File: src/rtl/adc_fe_pkg.sv
package adc_fe_pkg;

    typedef enum logic [1:0] {
        SQ_IDLE = 2'd0,
        SQ_HIGH = 2'd1,
        SQ_LOW  = 2'd2,
        SQ_DONE = 2'd3
    } seq_state_t;

    // Packed so that a received byte casts directly onto it
    typedef struct packed {
        logic       start;
        logic [2:0] sel;
        logic       uni;
        logic       sgl;
        logic       pwr;
        logic       pd0;
    } ctrl_t;

    function automatic logic [7:0] sample_default(input int idx);
        return 8'(240 - 16 * idx);
    endfunction

endpackage

File: src/rtl/adc_fe_chan_map.sv
module adc_fe_chan_map
    import adc_fe_pkg::*;
#(
    parameter int NUM_CH = 8,
    parameter int IDX_W  = $clog2(NUM_CH)
) (
    input  ctrl_t              ctrl,
    output logic [IDX_W-1:0]   sel_idx,
    output logic [IDX_W-1:0]   pair_idx
);

    generate
        if (NUM_CH == 8) begin : g_eight
            always_comb begin
                sel_idx = {ctrl.sel[1], ctrl.sel[0], ctrl.sel[2]};
            end
        end else begin : g_four
            always_comb begin
                sel_idx = {ctrl.sel[1], ctrl.sel[2]};
            end
        end
    endgenerate

    always_comb begin
        pair_idx = sel_idx ^ IDX_W'(1);
    end

endmodule

File: src/rtl/adc_fe_sample_bank.sv
module adc_fe_sample_bank
    import adc_fe_pkg::*;
#(
    parameter int NUM_CH = 8,
    parameter int DW     = 8,
    parameter int IDX_W  = $clog2(NUM_CH)
) (
    input  logic              clk,
    input  logic              rst_n,
    input  logic              wr_en,
    input  logic [IDX_W-1:0]  wr_idx,
    input  logic [DW-1:0]     wr_data,
    input  logic              com_wr_en,
    input  logic [DW-1:0]     com_wr_data,
    input  logic [IDX_W-1:0]  rd_a_idx,
    input  logic [IDX_W-1:0]  rd_b_idx,
    output logic [DW-1:0]     rd_a,
    output logic [DW-1:0]     rd_b,
    output logic [DW-1:0]     com
);

    logic [DW-1:0] samp [NUM_CH];

    generate
        for (genvar g = 0; g < NUM_CH; g++) begin : g_reg
            always_ff @(posedge clk) begin
                if (!rst_n) begin
                    samp[g] <= DW'(sample_default(g));
                end else if (wr_en && (wr_idx == IDX_W'(g))) begin
                    samp[g] <= wr_data;
                end
            end
        end
    endgenerate

    always_ff @(posedge clk) begin
        if (!rst_n) begin
            com <= '0;
        end else if (com_wr_en) begin
            com <= com_wr_data;
        end
    end

    always_comb begin
        rd_a = samp[rd_a_idx];
        rd_b = samp[rd_b_idx];
    end

endmodule

File: src/rtl/adc_fe_measure.sv
module adc_fe_measure #(
    parameter int DW = 8
) (
    input  logic          clk,
    input  logic          rst_n,
    input  logic          load,
    input  logic          sgl,
    input  logic          uni,
    input  logic [DW-1:0] sel_val,
    input  logic [DW-1:0] pair_val,
    input  logic [DW-1:0] com_val,
    output logic [DW-1:0] res_hi,
    output logic [DW-1:0] res_lo
);

    localparam int LO_BITS = 2;
    localparam int HI_BITS = DW - LO_BITS;

    logic [DW-1:0] ref_val;
    logic [DW-1:0] diff;
    logic [DW-1:0] coded;

    always_comb begin
        ref_val = sgl ? com_val : pair_val;
        diff    = sel_val - ref_val;
        coded   = diff ^ {~uni, {(DW-1){1'b0}}};
    end

    always_ff @(posedge clk) begin
        if (!rst_n) begin
            res_hi <= '0;
            res_lo <= '0;
        end else if (load) begin
            res_hi <= {{LO_BITS{1'b0}}, coded[DW-1:LO_BITS]};
            res_lo <= {coded[LO_BITS-1:0], {HI_BITS{1'b0}}};
        end
    end

endmodule

File: src/rtl/adc_fe_seq.sv
module adc_fe_seq
    import adc_fe_pkg::*;
#(
    parameter int DW = 8
) (
    input  logic          clk,
    input  logic          rst_n,
    input  logic          rx_valid,
    input  logic          start,
    input  logic          pwr,
    input  logic [DW-1:0] res_hi,
    input  logic [DW-1:0] res_lo,
    output logic          load_res,
    output logic          tx_valid,
    output logic [DW-1:0] tx_byte,
    output logic          irq
);

    seq_state_t    state;
    seq_state_t    state_nxt;
    logic [DW-1:0] reply;

    // State register
    always_ff @(posedge clk) begin
        if (!rst_n) begin
            state <= SQ_IDLE;
        end else begin
            state <= state_nxt;
        end
    end

    // Transitions and reply selection
    always_comb begin
        state_nxt = state;
        reply     = '0;
        load_res  = 1'b0;
        if (rx_valid) begin
            if (start) begin
                if (pwr) begin
                    state_nxt = SQ_HIGH;   // ARM
                    load_res  = 1'b1;
                end else begin
                    state_nxt = SQ_IDLE;   // SLEEP
                end
            end else begin
                unique case (state)
                    SQ_IDLE: state_nxt = SQ_IDLE;            // HOLD
                    SQ_HIGH: begin
                        reply     = res_hi;                  // ADVANCE
                        state_nxt = SQ_LOW;
                    end
                    SQ_LOW: begin
                        reply     = res_lo;                  // ADVANCE
                        state_nxt = SQ_DONE;
                    end
                    SQ_DONE: state_nxt = SQ_DONE;            // HOLD
                endcase
            end
        end
    end

    // Outputs
    always_ff @(posedge clk) begin
        if (!rst_n) begin
            tx_valid <= 1'b0;
            tx_byte  <= '0;
            irq      <= 1'b0;
        end else begin
            tx_valid <= rx_valid;
            tx_byte  <= rx_valid ? reply : '0;
            if (rx_valid && start && pwr) begin
                irq <= 1'b1;
            end else if (rx_valid && !start) begin
                irq <= 1'b0;
            end
        end
    end

endmodule

File: src/rtl/adc_spi_frontend.sv
module adc_spi_frontend
    import adc_fe_pkg::*;
#(
    parameter int NUM_CH = 8,
    parameter int DW     = 8,
    parameter int IDX_W  = $clog2(NUM_CH)
) (
    input  logic              clk,
    input  logic              rst_n,
    input  logic              rx_valid,
    input  logic [7:0]        rx_byte,
    output logic              tx_valid,
    output logic [7:0]        tx_byte,
    output logic              irq,
    input  logic              smp_wr_en,
    input  logic [IDX_W-1:0]  smp_wr_idx,
    input  logic [DW-1:0]     smp_wr_data,
    input  logic              com_wr_en,
    input  logic [DW-1:0]     com_wr_data
);

    ctrl_t            ctrl;
    logic [IDX_W-1:0] sel_idx;
    logic [IDX_W-1:0] pair_idx;
    logic [DW-1:0]    sel_val;
    logic [DW-1:0]    pair_val;
    logic [DW-1:0]    com_val;
    logic [DW-1:0]    res_hi;
    logic [DW-1:0]    res_lo;
    logic             load_res;
    logic [DW-1:0]    tx_word;

    always_comb begin
        ctrl = ctrl_t'(rx_byte);
    end

    adc_fe_chan_map #(.NUM_CH(NUM_CH), .IDX_W(IDX_W)) u_map (
        .ctrl     (ctrl),
        .sel_idx  (sel_idx),
        .pair_idx (pair_idx)
    );

    adc_fe_sample_bank #(.NUM_CH(NUM_CH), .DW(DW), .IDX_W(IDX_W)) u_bank (
        .clk         (clk),
        .rst_n       (rst_n),
        .wr_en       (smp_wr_en),
        .wr_idx      (smp_wr_idx),
        .wr_data     (smp_wr_data),
        .com_wr_en   (com_wr_en),
        .com_wr_data (com_wr_data),
        .rd_a_idx    (sel_idx),
        .rd_b_idx    (pair_idx),
        .rd_a        (sel_val),
        .rd_b        (pair_val),
        .com         (com_val)
    );

    adc_fe_measure #(.DW(DW)) u_meas (
        .clk      (clk),
        .rst_n    (rst_n),
        .load     (load_res),
        .sgl      (ctrl.sgl),
        .uni      (ctrl.uni),
        .sel_val  (sel_val),
        .pair_val (pair_val),
        .com_val  (com_val),
        .res_hi   (res_hi),
        .res_lo   (res_lo)
    );

    adc_fe_seq #(.DW(DW)) u_seq (
        .clk      (clk),
        .rst_n    (rst_n),
        .rx_valid (rx_valid),
        .start    (ctrl.start),
        .pwr      (ctrl.pwr),
        .res_hi   (res_hi),
        .res_lo   (res_lo),
        .load_res (load_res),
        .tx_valid (tx_valid),
        .tx_byte  (tx_word),
        .irq      (irq)
    );

    always_comb begin
        tx_byte = 8'(tx_word);
    end

endmodule

File: config.mk
export PLATFORM = sky130hd
export DESIGN_NAME = adc_spi_frontend
export DESIGN_NICKNAME = d
export VERILOG_FILES = /design/src/rtl/adc_fe_pkg.sv /design/src/rtl/adc_fe_chan_map.sv /design/src/rtl/adc_fe_sample_bank.sv /design/src/rtl/adc_fe_measure.sv /design/src/rtl/adc_fe_seq.sv /design/src/rtl/adc_spi_frontend.sv
export SDC_FILE = /design/constraint.sdc
export NUM_CORES = 1
export LEC_CHECK = 0
export BUFFER_PORTS_ARGS = -buffer_cell sky130_fd_sc_hd__buf_2
export CORE_MARGIN = 2
export CORE_UTILIZATION = 35
export CTS_CLUSTER_DIAMETER = 60
export CTS_CLUSTER_SIZE = 30
export DETAILED_ROUTE_END_ITERATION = 16
export PLACE_DENSITY = 0.57
export REMOVE_ABC_BUFFERS = 1
export SYNTH_ARGS = -nofsm -noshare
export SYNTH_HDL_FRONTEND = slang
export SYNTH_SLANG_ARGS = --single-unit
File: constraint.sdc
create_clock -name clk -period 6.84 [get_ports clk]
set_clock_uncertainty 0.1 [all_clocks]
set_input_delay 1.026 -clock clk [delete_from_list [all_inputs] [get_ports clk]]
set_output_delay 1.026 -clock clk [all_outputs]
set_load 0.005 [all_outputs]
==> flow_metrics.py <==
metrics = {
    "floorplanning": {
        "top_level_ports": 42,
        "starting_density_of_the_core_pct": 35.44,
        "core_region_area_mm2": 0.01314,
        "chipWidth_um": 119.3,
        "die_h_um": 119.3,
        "std_cell_rows": 42,
        "die_area_mm2": 0.01424,
    },
    "logic_synthesis": {
        "netlist_top_cells_area": "sky130_fd_sc_hd__edfxtp_1 (41%), sky130_fd_sc_hd__dfxtp_1 (12%), sky130_fd_sc_hd__mux4_2 (11%)",
        "synth_warnings": 0,
        "mapped_cells": 367,
        "synth_enable_flop_cells": 64,
        "synth_top_cell_by_area": "sky130_fd_sc_hd__edfxtp_1",
        "synth_area_mm2": 0.004656,
        "post_synth_num_cell_types": 36,
        "synth-async-reset-ratio_pct": 0,
        "synth-seq-cells": 92,
        "synth_seq_area_share_pct": 53.32,
        "synth-main-ff-cell": "sky130_fd_sc_hd__edfxtp_1",
        "syn_area_per_cell_um2": 12.69,
        "synth_largest_type_area_fraction_pct": 41.28,
    },
    "timing": {
        "max_slew.worst_pin.slew_ps": 1238,
        "drv_slew": 0,
        "timing.final.setup_violations": 0,
        "layout_worst_path_cycle_share_pct": 58.74,
        "headroom_to_the_max_slew_limit_pct": 16.86,
        "rsz0062_at_grt": "false",
        "fin_worst_hold_slack_ps": 353.8,
        "timing.final.crit_period_ps": 4018,
        "max_freq_ghz": 0.2489,
        "setup_tns_ps": 0,
        "final_number_of_hold_violating_endpoints": 0,
    },
    "layout": {
        "flow.area_growth_from_synthesis_pct": 14.97,
        "num-fill-cells": 1271,
        "multi_input_area_mm2": 0.002085,
        "drive_gt1_share_pct": 22.33,
        "layout_commonest_cell": "sky130_fd_sc_hd__edfxtp_1",
        "final_area_mm2": 0.005353,
        "register_cell_area_after_layout_mm2": 0.002482,
        "layout.nets": 451,
        "highest_count_cells_in_the_layout_ignoring_fill_and_taps": "sky130_fd_sc_hd__edfxtp_1 (64), sky130_fd_sc_hd__and2_1 (53), sky130_fd_sc_hd__buf_2 (40), sky130_fd_sc_hd__dfxtp_1 (28), sky130_fd_sc_hd__mux4_2 (23)",
    },
    "drt": {
        "route.detailed.wl_per_inst_um": 17.39,
        "drt_iter0_markers": 205,
        "drc_errors": 0,
        "detail_route.first_pass.iterations": 4,
        "detailroute.via_count": 2951,
        "detail-route-antenna-nets": 0,
        "drt-total-wl_mm": 10.24,
        "vias_per_cell": 5.010,
    },
    "critical_path": {
        "crit_path_frequent_cell": "sky130_fd_sc_hd__o21ai_0",
        "timing.critical_path.max_delay_family": "multiplexers",
        "worst_setup_path_end_kind": "register",
        "required_ps": 6960,
        "critical_path.n_buffers_inverters": 1,
        "cp_class": "in -> reg",
        "crit_path_max_incr_delay_ps": 640,
        "worstSetupStartpointType": "primary input",
        "timing.critical_path.cells": "buf_2 > mux2_2 > mux4_2 > mux2i_1 > ha_1 > nor2b_1 > o21ai_0 > a21oi_1 > o21ai_0 > nor3b_1 > o31ai_1",
        "cpMaxStageDelayCell": "sky130_fd_sc_hd__buf_2",
        "cp.arrival_ps": 4140,
        "crit_path_max_fanout": 30,
    },
    "power": {
        "power_leakage_nw": 2.030,
        "power-per-cell-area_mw_per_mm2": 247.3,
        "ir_worst_vdd_uv": 147.3,
    },
    "clock_tree": {
        "postCtsHoldBufs": 0,
        "cts_root_buffer": "sky130_fd_sc_hd__clkbuf_16",
        "cts-buffers-inserted": 9,
        "postCtsSetupBuffers": 0,
        "cts_max_level": 3,
        "ctsLongestPathBuffers": 2,
        "clock_insertion_delay_worst_skew_ps": 330,
        "cts_tree": "done",
        "clkSlewWorstSetupHoldPaths_ps": 70,
        "cts-resized-gates": 0,
        "clkSinkCount": 92,
    },
    "worst_hold_path": {
        "min-delay-path-class": "reg -> reg",
    },
    "grt": {
        "grt.overflow.total": 0,
        "grt_pass1_wl_mm": 16.19,
        "globalRouteTotalUtil_pct": 15.27,
        "first_global_vias": 2969,
        "antenna_violations_before_repair": 0,
        "grt_start_max_net_pins": 33,
    },
    "place": {
        "hpwlAfterDp_mm": 7.343,
        "io_buffers": 40,
        "placed_cell_area_mm2": 0.005051,
        "routabilityCongestion": 0.7645,
    },
    "flow_run": {
        "maxCapViolations": 0,
    },
    "run_status": {
        "run_status": "finished clean",
    },
}
[kinds of logic (layout without fill, tap and decap cells)]
group | Yosys count | after routing | share of synthesized area, %
compound gates | 48 | 48 | 6.074
xor+xnor | 5 | 5 | 0.9408
fa+ha+maj | 12 | 12 | 3.386
buf+inv | 25 | 70 | 2.123
flops | 92 | 92 | 53.32
mux | 53 | 53 | 18.17
other cells | 0 | 1 | 0
simple gates | 132 | 132 | 15.99
[path summary, 6_finish.rpt]
path / start / to / slack (ps) / cells past startpoint
setup / recovery: rx_byte[4] / u_meas.res_hi[3] / 2820 / 11
hold / removal: u_meas.res_hi[4] / u_seq.tx_byte[4] / 350 / 1
setup reg to reg: u_bank.samp[5][1] / u_meas.res_hi[3] / 3950 / 10
hold reg to reg: u_meas.res_hi[4] / u_seq.tx_byte[4] / 350 / 1
[power by group]
part	leakage, nW	internal (mW)	switching (mW)
sequential	0.853	0.628	0.0137
combinational	1.03	0.0836	0.0968
clock	0.143	0.285	0.216
total	2.03	0.997	0.326
[worst reg2reg max path: stages, from the launching register on]
cell and delay, ps:
sky130_fd_sc_hd__edfxtp_1 360, sky130_fd_sc_hd__mux2_2 290, sky130_fd_sc_hd__mux4_2 470, sky130_fd_sc_hd__mux2i_1 280, sky130_fd_sc_hd__ha_1 290, sky130_fd_sc_hd__nor2b_1 120
sky130_fd_sc_hd__o21ai_0 190, sky130_fd_sc_hd__a21oi_1 140, sky130_fd_sc_hd__o21ai_0 200, sky130_fd_sc_hd__nor3b_1 230, sky130_fd_sc_hd__o31ai_1 100
[synthesized netlist by cell type, drive strengths merged, types with 4 or more instances]
master and n:
a21oi 12, nor2b 10, mux2 9, and2 53
inv 11, or3 13, o31ai 4, nand2 17
and3 5, ha 11, mux4 24, buf 5
nand3 5, o21ai 21, nor2 13, nand2b 10
dfxtp 28, clkbuf 9, edfxtp 64, mux2i 20
[cell type report]
class	count	share of cell area, %
clock buffer	9	4.208
sequential	92	46.38
inverter	11	0.7714
multi-input combinational	250	38.94
tap	176	4.114
timing repair buffer	43	4.161
antenna	1	0.04675
clock inverter	7	1.379
[flip-flops by register name, indices dropped and copies added, names as in the netlist]
signal / flops
u_seq.tx_byte: 8
u_seq.irq: 1
u_meas.res_hi: 6
u_bank.samp: 64
u_meas.res_lo: 2
u_seq.tx_valid: 1
u_seq.state: 2
u_bank.com: 8
[through the flow]
step                      cells  util, %  power [mW]  worst slack [ps]
after floorplan             353        -      0.7680              3481
after global placement      572    38.45      0.8311              2479
after detailed placement    572    38.45      0.8362              2434
after CTS                   588    40.72       1.334              2782
after global routing        588    40.72       1.379              2473
final                       589    40.74       1.323              2822
[metal layers]
layer / GRT usage (%) / vias up / part of all wire, %
met5: 0 / - / 0
met4: 3.971 / 0 / 1.3
met3: 3.448 / 9 / 4.6
met2: 25.75 / 68 / 49
met1: 19.95 / 1440 / 45
li1: - / 1434 / -
No activity file was read; power rests on OpenSTA's default activity.
